`src/rtl/wb_port_arbiter.sv`:
```
module wb_port_arbiter #(
  parameter int N  = 4,
  parameter int TW = 5,
  parameter int DW = 32,
  localparam int UW = (N > 1) ? $clog2(N) : 1
) (
  input  logic            clk,
  input  logic            rst_n,
  input  logic [N-1:0]    in_valid,
  input  logic [N-1:0]    in_wr,
  input  logic [N*TW-1:0] in_tag,
  input  logic [N*DW-1:0] in_data,
  output logic [N-1:0]    stall,
  output logic            wb_valid,
  output logic [UW-1:0]   wb_unit,
  output logic [TW-1:0]   wb_tag,
  output logic [DW-1:0]   wb_data,
  output logic            st_valid,
  output logic [UW-1:0]   st_unit,
  output logic [TW-1:0]   st_tag,
  output logic [DW-1:0]   st_data
);

  logic [N-1:0]  wr_req, st_req;
  logic          wr_hit, st_hit;
  logic [UW-1:0] wr_sel, st_sel;

  assign wr_req = in_valid & in_wr;
  assign st_req = in_valid & ~in_wr;

  always_comb begin
    wr_hit = 1'b0;
    st_hit = 1'b0;
    wr_sel = '0;
    st_sel = '0;
    for (int i = 0; i < N; i++) begin
      if (wr_req[i]) begin
        wr_hit = 1'b1;
        wr_sel = UW'(i);
      end
      if (st_req[i]) begin
        st_hit = 1'b1;
        st_sel = UW'(i);
      end
    end
  end

  for (genvar g = 0; g < N; g++) begin : g_stall
    assign stall[g] = (wr_req[g] && wr_sel != UW'(g)) ||
                      (st_req[g] && st_sel != UW'(g));
  end

  always_ff @(posedge clk) begin
    if (!rst_n) begin
      wb_valid <= 1'b0;
      wb_unit  <= '0;
      wb_tag   <= '0;
      wb_data  <= '0;
      st_valid <= 1'b0;
      st_unit  <= '0;
      st_tag   <= '0;
      st_data  <= '0;
    end else begin
      wb_valid <= wr_hit;
      st_valid <= st_hit;
      if (wr_hit) begin
        wb_unit <= wr_sel;
        wb_tag  <= in_tag[wr_sel*TW +: TW];
        wb_data <= in_data[wr_sel*DW +: DW];
      end
      if (st_hit) begin
        st_unit <= st_sel;
        st_tag  <= in_tag[st_sel*TW +: TW];
        st_data <= in_data[st_sel*DW +: DW];
      end
    end
  end

endmodule

```
`config.mk`:
```
export PLATFORM = sky130hd
export DESIGN_NAME = wb_port_arbiter
export DESIGN_NICKNAME = d
export VERILOG_FILES = /design/src/rtl/wb_port_arbiter.sv
export SDC_FILE = /design/constraint.sdc
export NUM_CORES = 1
export LEC_CHECK = 0
export ABC_AREA = 0
export BUFFER_PORTS_ARGS = -buffer_cell sky130_fd_sc_hd__buf_4
export CELL_PAD_IN_SITES_DETAIL_PLACEMENT = 1
export CELL_PAD_IN_SITES_GLOBAL_PLACEMENT = 2
export CORE_MARGIN = 2
export CORE_UTILIZATION = 21
export CTS_CLUSTER_DIAMETER = 100
export CTS_CLUSTER_SIZE = 12
export DETAILED_ROUTE_END_ITERATION = 6
export PLACE_DENSITY_LB_ADDON = 0.08
export SYNTH_ARGS = -nofsm -noshare
export SYNTH_HDL_FRONTEND = slang
export SYNTH_SLANG_ARGS = --single-unit
```
`constraint.sdc`:
```
create_clock -name clk -period 1.18 [get_ports clk]
set_input_delay 0.059 -clock clk [delete_from_list [all_inputs] [get_ports clk]]
set_output_delay 0.059 -clock clk [all_outputs]
set_load 0.05 [all_outputs]
```
==> run_results.csv, run 1 <==
group,metric,value,unit
power_and_ir_drop,pwr-share-seq,33.0,%
drt,dr.pass1.iters,7,
drt,antenna_left,0,
power_and_ir_drop,swShare,37.17,%
worst_setup_path,cp.arrival,1100,ps
power_and_ir_drop,pwr-share-comb,36.4,%
logic_synthesis,synth_area_per_cell,7.836,sq um
status,status,"completed",
logic_synthesis,yosysWarnings,0,
timing,max_freq,862.3,MHz
die,ios,242,
die,coreArea,20170,sq um
run,maxCapViolCount,0,
cells_and_area,antenna_cells,0,
logic_synthesis,ys.flop_type,"dfxtp_1",
clock_network,cts_buffers,9,
timing,setup_viol,0,
cells_and_area,final_area,7082,sq um
place,place_ws,-254.9,ps
die,start_util,21.29,%
grt,grtUsageMet1,27.22,%
timing,rsz0062_at_grt,"yes",
logic_synthesis,synth_compound_area_share,45.72,%
worst_setup_path,critPathLaunchType,"input port",
logic_synthesis,yosysUniqueCellTypes,31,
timing,period_share,98.28,%
place,dpl_cell_area,6743,sq um
logic_synthesis,ys_seq_elements,80,
logic_synthesis,synth_top_family_by_area,"compound AO/OA/AOI/OAI gates",
worst_hold_path,hold_path_class,"in -> reg",
logic_synthesis,ys_seq_area_share,37.30,%
worst_setup_path,rrSetupSlack,380,ps
timing,skew,0,ps
timing,tns,0,ps
worst_setup_path,critPathKind,"in -> out",
clock_network,clk-insertion-delay-late,340,ps
die,die_h,147.0,um
drt,drc,0,
die,die_x,147.0,um
grt,gr-usage-met2,37.18,%
logic_synthesis,async_reset_ff_share,0,%
die,die-area,21610,sq um
logic_synthesis,synth_mux_area_share,0,%
grt,antenna_found_initial,0,
timing,fin_crit,1160,ps
logic_synthesis,yosys.area_share.xor_xnor,0.2040,%
logic_synthesis,syn_nets,706,
clock_network,cts_buffer_depth,2,
die,row_count,52,
power_and_ir_drop,p_per_area,1336,nW/um^2
place,placement.io_buffers,240,
cells_and_area,fin_nets,951,
power_and_ir_drop,ir_drop,730.7,uV
cells_and_area,areaGrowthSynthToFinish,64.92,%
logic_synthesis,syn_inst,548,
logic_synthesis,synthAdderAreaFrac,0,%
clock_network,ctsHtreeMaxLevel,3,
clock_network,cts_sinks,80,
place,dp_hpwl,16950,um
power_and_ir_drop,leakagePower,3.115,nW
logic_synthesis,synth_area,4294,sq um
timing,maxSlewViolCount,0,
clock_network,path_clk_slew,60,ps
power_and_ir_drop,power.clock.fraction,30.6,%
cells_and_area,drive_above_1_share,40.28,%
grt,grt_pass1_vias,6045,
clock_network,cts_tree,"done",
grt,grtUsageTotal,21.80,%
worst_setup_path,crit_fanout,4,
grt,grt-busiest-layer,"met2",
grt,grt_first_pass_wirelength,36250,um
worst_setup_path,cp_data_required_time,1120,ps
drt,routedWlPerCell,22.55,um
drt,viasPerCell,5.256,
cells_and_area,n_fill_cell,2416,
timing,hold_violations,0,
worst_setup_path,crit_path_end_kind,"primary output",
grt,grt_use_met3,4.224,%
logic_synthesis,synthSimpleGateAreaFrac,10.75,%
clock_network,clock-root-buffer,"clkbuf_16",
clock_network,cts_hold_buf,0,
logic_synthesis,synth_edf_count,0,
grt,grt_max_degree,36,
drt,drt-initial-drc-count,443,
power_and_ir_drop,p_int,0.005944,W
grt,overflow,0,
timing,setup_slack,20.31,ps
place,gp_congestion,0.8081,
drt,routed_wl,24070,um
drt,vias,5608,
power_and_ir_drop,power.switching,0.003516,W
[through the flow]
stage / power, W / cells / hold WS, ps / util (%)
after CTS: 0.009541 / 1067 / 9.158 / 35.06
after detailed placement: 0.006601 / 1051 / 370.6 / 33.43
after global placement: 0.006569 / 1051 / 355.4 / 33.43
after global routing: 0.009893 / 1067 / 24.71 / 35.11
after floorplan: 0.005020 / 548 / 243.4 / -
final: 0.009460 / 1067 / 19.01 / 35.11
[layout by cell type, fill, tap and decap left out, drive strengths merged, types with 5 or more instances in the layout]
master	synthesis	final
a21o	37	37
a21oi	77	77
a221oi	38	38
a222oi	37	37
buf	26	291
clkbuf	31	11
dfxtp	80	80
nand2	77	77
nor2	5	5
o21ai	114	114
[Yosys cell counts (all sizes together) (3+ instances only)]
cell / n / area, sq um
o21ai: 114 / 570.6
dfxtp: 80 / 1602
a21oi: 77 / 385.4
nand2: 77 / 289.0
a221oi: 38 / 332.8
a21o: 37 / 277.8
a222oi: 37 / 370.4
clkbuf: 31 / 116.4
buf: 26 / 131.4
nor2: 5 / 23.77
and2: 4 / 25.02
nand2b: 4 / 25.02
nor2b: 3 / 26.27
[repair_timing]
item | CTS | global route
buffers inserted | 1 | 0
endpoints found under the hold margin | 0 | 0
resized for setup | 9 | 3
pin swaps | 1 | 0
endpoints found under the setup margin | 2 | 5
[state kept, by name, summed over array words and instances (netlist names)]
name / flops
wb_data: 32
st_valid: 1
st_data: 32
st_tag: 5
st_unit: 2
wb_tag: 5
wb_unit: 2
wb_valid: 1
[layer usage]
metal / routed length (um) / up-vias
met5: 0 / -
met1: 10360 / 2748
met2: 11470 / 240
met4: 646 / 0
li1: - / 2588
met3: 1581 / 32
[area by class of cell]
| class | instances | area, sq um | area share, % |
|---|---|---|---|
| inverter | 2 | 7.507 | 0.1060 |
| tap | 270 | 337.8 | 4.770 |
| timing repair buffer | 291 | 2359 | 33.30 |
| clock inverter | 4 | 45.04 | 0.6360 |
| sequential | 80 | 1602 | 22.61 |
| multi-input combinational | 409 | 2489 | 35.14 |
| clock buffer | 11 | 242.7 | 3.428 |
[final timing paths]
path	from	to	depth (start not counted)
hold / removal	in_data[10]	st_data[10]	3
hold reg to reg	wb_unit[1]	wb_unit[1]	2
setup / recovery	in_valid[2]	stall[0]	7
setup reg to reg	st_unit[0]	st_unit[0]	3
[power by group through the flow]
stage          clock, W  combinational (W)  sequential [W]
2_1_floorplan         0           0.000940         0.00408
3_3_place_gp          0            0.00339         0.00318
3_5_place_dp          0            0.00342         0.00318
4_1_cts         0.00296            0.00345         0.00313
5_1_grt         0.00308            0.00365         0.00316
6_report        0.00289            0.00344         0.00312
[worst max-delay path: stages]
cell	delay (ps)
buf_4	130
nor2b_2	170
buf_4	140
nor3_4	160
o21ai_1	80
and2_2	200
buf_6	150
[cell families after synthesis]
logic type / count (synthesis)
AOI/OAI and AO/OA: 306
other: 1
xor gates and xnor gates: 1
and+or+nand+nor: 101
DFF: 80
buffers and inverters: 59
Power figures use the tool's default switching activity.
==> run 2, diff against run 1 <==
Settings changed: ABC_CLOCK_PERIOD_IN_PS from default to 1180, CTS_BUF_LIST from default to sky130_fd_sc_hd__clkbuf_8, CTS_CLUSTER_DIAMETER 100 to default.
==> run 2 against run 1 <==
Critical path type unchanged. Clock power shrank 26%. Register-to-register slack is essentially flat. Worst setup slack gained 1.3 ps. Design area grew 7.0%. Cell count grew 5.6%. Largest cell class is now non-clock buffers. Die area is the same. Sequential power is essentially flat. Combinational power grew 5%. Routed wire length grew 2.2%.
==> run_results.csv, run 2 (synthesis gave the netlist of run 1 again) <==
group,metric,value,unit
status,status,"completed",
grt,grt_use_met3,4.068,%
grt,grt_pass1_vias,6361,
worst_setup_path,cp.arrival,1100,ps
die,die_h,147.0,um
clock_network,clock-root-buffer,"clkbuf_8",
power_and_ir_drop,ir_drop,456.5,uV
power_and_ir_drop,pwr-share-seq,35.2,%
power_and_ir_drop,p_per_area,1170,nW/um^2
clock_network,cts_buffers,9,
grt,grt_max_degree,36,
worst_hold_path,hold_path_class,"in -> reg",
grt,grtUsageTotal,22.39,%
cells_and_area,postLayoutCoreUtil,37.57,%
cells_and_area,ff_latch_area,1602,sq um
drt,routedWlPerCell,21.83,um
die,die-area,21610,sq um
grt,overflow,0,
drt,viasPerCell,5.177,
drt,drt-initial-drc-count,469,
grt,grtUsageMet1,28.14,%
timing,setup_viol,0,
worst_setup_path,cp_data_required_time,1120,ps
power_and_ir_drop,power.clock.fraction,24.0,%
clock_network,cts_buffer_depth,2,
run,maxCapViolCount,0,
place,placement.io_buffers,240,
worst_setup_path,crit_fanout,27,
power_and_ir_drop,leakagePower,3.330,nW
die,start_util,21.29,%
clock_network,path_clk_slew,90,ps
grt,gr-usage-met2,38.22,%
cells_and_area,layout_common_cells,"buf_4 (275), o21ai_0 (104), dfxtp_1 (80), a21oi_1 (77), nand2_1 (76)",
die,coreArea,20170,sq um
drt,antenna_left,0,
timing,period_share,98.17,%
die,die_x,147.0,um
die,ios,242,
cells_and_area,n_fill_cell,2397,
grt,grt-busiest-layer,"met2",
worst_setup_path,crit_path_end_kind,"primary output",
clock_network,cts_sinks,80,
worst_setup_path,critPathLaunchType,"input port",
place,dp_hpwl,16950,um
grt,antenna_found_initial,0,
place,gp_congestion,0.8081,
cells_and_area,multi_input_area,2481,sq um
cells_and_area,areaGrowthSynthToFinish,76.46,%
clock_network,cts_tree,"done",
timing,fin_crit,1158,ps
die,row_count,52,
timing,max_freq,863.3,MHz
grt,grt_first_pass_wirelength,37300,um
drt,routed_wl,24600,um
power_and_ir_drop,power.switching,0.003464,W
cells_and_area,antenna_cells,0,
timing,rsz0062_at_grt,"yes",
timing,hold_violations,0,
drt,dr.pass1.iters,7,
cells_and_area,drive_above_1_share,37.34,%
cells_and_area,top_regs,"st_data x32, wb_data x32",
clock_network,ctsHtreeMaxLevel,3,
timing,skew,0,ps
power_and_ir_drop,pwr-share-comb,40.8,%
drt,drc,0,
timing,tns,0,ps
power_and_ir_drop,p_int,0.005399,W
cells_and_area,fin_nets,1011,
worst_setup_path,critPathKind,"in -> out",
timing,hold_ws,6.892,ps
timing,maxSlewViolCount,0,
place,place_ws,-254.9,ps
cells_and_area,layout_commonest_cell,"buf_4",
power_and_ir_drop,swShare,39.08,%
clock_network,clk-insertion-delay-late,360,ps
drt,vias,5835,
timing,setup_slack,21.64,ps
## run 2: timing repair
| action | in CTS | in global routing |
|---|---|---|
| setup endpoints to repair | 2 | 3 |
| buffers inserted | 1 | 0 |
| resized for setup | 9 | 3 |
| pin swaps | 1 | 3 |
| hold buffers | 59 | 1 |
| hold endpoints to repair | 37 | 1 |
## run 2: area by class of cell
| class | count | share of cell area (%) |
|---|---|---|
| well taps | 270 | 4.458 |
| clock buffers | 10 | 1.816 |
| flip-flops and latches | 80 | 21.14 |
| multi-input cells | 409 | 32.74 |
| repair buffers | 351 | 39.10 |
| clock inverters | 5 | 0.6440 |
| inverters | 2 | 0.09908 |
## run 2: per-layer routing
metal  routed length [um]  part of all wire [%]  vias up
li1                     -                     -     2711
met1                10740                    44     2862
met2                11820                    48      227
met3                 1403                   5.7       35
met4                  637                   2.6        0
met5                    0                     0        -
## run 2: stage by stage
stage | instance area [sq um] | total power [W] | cells
after floorplan | 4295 | 0.005020 | 548
after global placement | 6743 | 0.006569 | 1051
after detailed placement | 6743 | 0.006601 | 1051
after CTS | 7560 | 0.008930 | 1126
after global routing | 7577 | 0.009322 | 1127
final | 7577 | 0.008863 | 1127
## run 2: critical path, cell delays in order
cell and delay [ps]:
buf_4 150, a22o_4 290, buf_12 190, o211a_1 250
buf_6 160
## run 2: power groups by stage
stage                     registers, W  logic [W]  clock network (W)
final                          0.00312    0.00361            0.00213
after global routing           0.00316    0.00383            0.00233
after CTS                      0.00312    0.00361            0.00219
after detailed placement       0.00318    0.00342                  0
after global placement         0.00318    0.00339                  0
after floorplan                0.00408   0.000940                  0
## run 2: worst paths after layout
| kind | end | startpoint | slack [ps] | cells after the start |
|---|---|---|---|---|
| worst max-delay path | stall[1] | in_wr[3] | 20 | 5 |
| worst min-delay path | wb_data[12] | in_data[76] | 7 | 3 |
| worst max register to register | st_unit[0] | st_unit[0] | 380 | 3 |
| worst min register to register | st_data[21] | st_data[21] | 530 | 2 |
==> run 3, diff against run 2 <==
Settings changed: RECOVER_POWER from default to 50.
==> run 3 against run 2 <==
Non-clock buffer count is the same. Die area unchanged. Sequential share of layout area increased by 0.27 points. Total power is 0.84% lower. Cell count did not move. Critical path depth stayed put. Register-to-register slack about the same. Critical endpoint unchanged. First-iteration DRC count down 3.2%. Design area decreased by 1.2%. Worst setup slack got worse by 7.4 ps.
==> run_results.csv, run 3 (synthesis gave the netlist of run 1 again) <==
group,metric,value,unit
status,status,"completed",
drt,drt-initial-drc-count,454,
power_and_ir_drop,p_int,0.005327,W
timing,setup_viol,0,
power_and_ir_drop,power.switching,0.003461,W
timing,skew,0,ps
drt,dr.pass1.iters,7,
cells_and_area,layout_common_cells,"buf_4 (242), o21ai_0 (107), dfxtp_1 (80), a21oi_1 (77), nand2_1 (76)",
worst_setup_path,critPathLaunchType,"input port",
clock_network,path_clk_slew,90,ps
power_and_ir_drop,ir_drop,451.7,uV
drt,wl_met2,11760,um
grt,grt_first_pass_wirelength,37300,um
worst_setup_path,cp.arrival,1110,ps
timing,fin_crit,1166,ps
drt,antenna_left,0,
grt,antenna_found_initial,0,
cells_and_area,postLayoutCoreUtil,37.10,%
cells_and_area,finalNonFillerCells,1127,
cells_and_area,top_regs,"st_data x32, wb_data x32",
place,dp_cells,1051,
die,die-area,21610,sq um
drt,wl_met3,1471,um
clock_network,cts_tree,"done",
cells_and_area,n_fill_cell,2409,
timing,max_freq,857.8,MHz
drt,routedWlPerCell,21.83,um
place,placement.io_buffers,240,
place,gp_congestion,0.8081,
timing,hold_violations,0,
power_and_ir_drop,pwr-share-seq,35.5,%
drt,routed.top_layer,"met4",
die,coreArea,20170,sq um
worst_hold_path,hold_path_class,"in -> reg",
die,die_h,147.0,um
power_and_ir_drop,p_per_area,1174,nW/um^2
cells_and_area,drive_above_1_share,37.22,%
place,dpl_cell_area,6743,sq um
timing,period_share,98.79,%
cells_and_area,final_area,7483,sq um
power_and_ir_drop,swShare,39.39,%
cells_and_area,fin_nets,1011,
drt,viasPerCell,5.214,
cells_and_area,antenna_cells,0,
power_and_ir_drop,power.clock.fraction,24.3,%
cells_and_area,layout_commonest_cell,"buf_4",
worst_setup_path,reg2reg_depth,3,
drt,vias,5876,
worst_setup_path,critPathKind,"in -> out",
run,maxCapViolCount,0,
drt,drc,0,
timing,maxSlewViolCount,0,
grt,grtUsageTotal,22.39,%
timing,rsz0062_at_grt,"yes",
clock_network,clk-insertion-delay-late,360,ps
die,die_x,147.0,um
grt,grt_max_degree,36,
clock_network,cts_buffer_depth,2,
die,row_count,52,
grt,overflow,0,
clock_network,ctsHtreeMaxLevel,3,
worst_setup_path,crit_path_end_kind,"primary output",
grt,grt_pass1_vias,6361,
clock_network,cts_sinks,80,
place,dp_hpwl,16950,um
power_and_ir_drop,leakagePower,3.297,nW
worst_setup_path,cp_data_required_time,1120,ps
die,ios,242,
drt,wirelength_met1,10710,um
clock_network,clock-root-buffer,"clkbuf_8",
worst_setup_path,crit_fanout,27,
worst_hold_path,holdPathStages,3,
drt,routed_wl,24600,um
cells_and_area,areaGrowthSynthToFinish,74.27,%
power_and_ir_drop,pwr-share-comb,40.2,%
die,start_util,21.29,%
clock_network,cts_buffers,9,
run 3: worst paths after layout:
| check | start | end | slack [ps] |
|---|---|---|---|
| setup / recovery | in_wr[3] | stall[1] | 10 |
| hold / removal | in_data[43] | st_data[11] | 8 |
| setup reg to reg | st_unit[0] | st_unit[0] | 380 |
| hold reg to reg | st_data[21] | st_data[21] | 530 |
run 3: routing by layer:
metal,track usage (%),vias up
met3,4.068,35
met1,28.14,2881
met5,0,-
met4,8.606,0
met2,38.22,249
li1,-,2711
run 3: layout make-up:
| class | instances | area (sq um) | share of cell area, % |
|---|---|---|---|
| clock buffer | 10 | 137.6 | 1.839 |
| clock inverter | 5 | 48.80 | 0.6521 |
| inverter | 2 | 7.507 | 0.1003 |
| multi-input combinational | 409 | 2481 | 33.15 |
| sequential | 80 | 1602 | 21.40 |
| tap | 270 | 337.8 | 4.514 |
| timing repair buffer | 351 | 2869 | 38.34 |
run 3: timing repair:
action,4_1_cts,5_1_grt
gates resized for setup,9,3
pin swaps,1,3
hold endpoints to repair,37,1
endpoints found under the setup margin,2,3
hold buffers,59,1
setup buffers,1,0
cloned,0,0
run 3: per-stage QoR:
step / power (W) / setup TNS [ps] / hold slack [ps] / worst slack (ps)
after floorplan: 0.005020 / 0 / 243.4 / 75.26
after global placement: 0.006569 / -11740 / 355.4 / -252.1
after detailed placement: 0.006601 / -13360 / 370.6 / -254.9
after CTS: 0.008930 / 0 / 0.003914 / 5.860
after global routing: 0.009246 / -3.648 / 6.036 / -3.648
final: 0.008788 / 0 / 8.289 / 14.22
run 3: worst max-delay path: stages:
cell and delay, ps:
buf_4 150, a22o_4 290, buf_12 180, o211a_1 250
buf_6 160
run 3: power groups by stage:
stage,Sequential [W],Clock [W],Combinational (W)
global route,0.00315,0.00233,0.00376
detailed placement,0.00318,0,0.00342
global placement,0.00318,0,0.00339
finish,0.00312,0.00213,0.00354
CTS,0.00312,0.00219,0.00361
floorplan,0.00408,0,0.000940
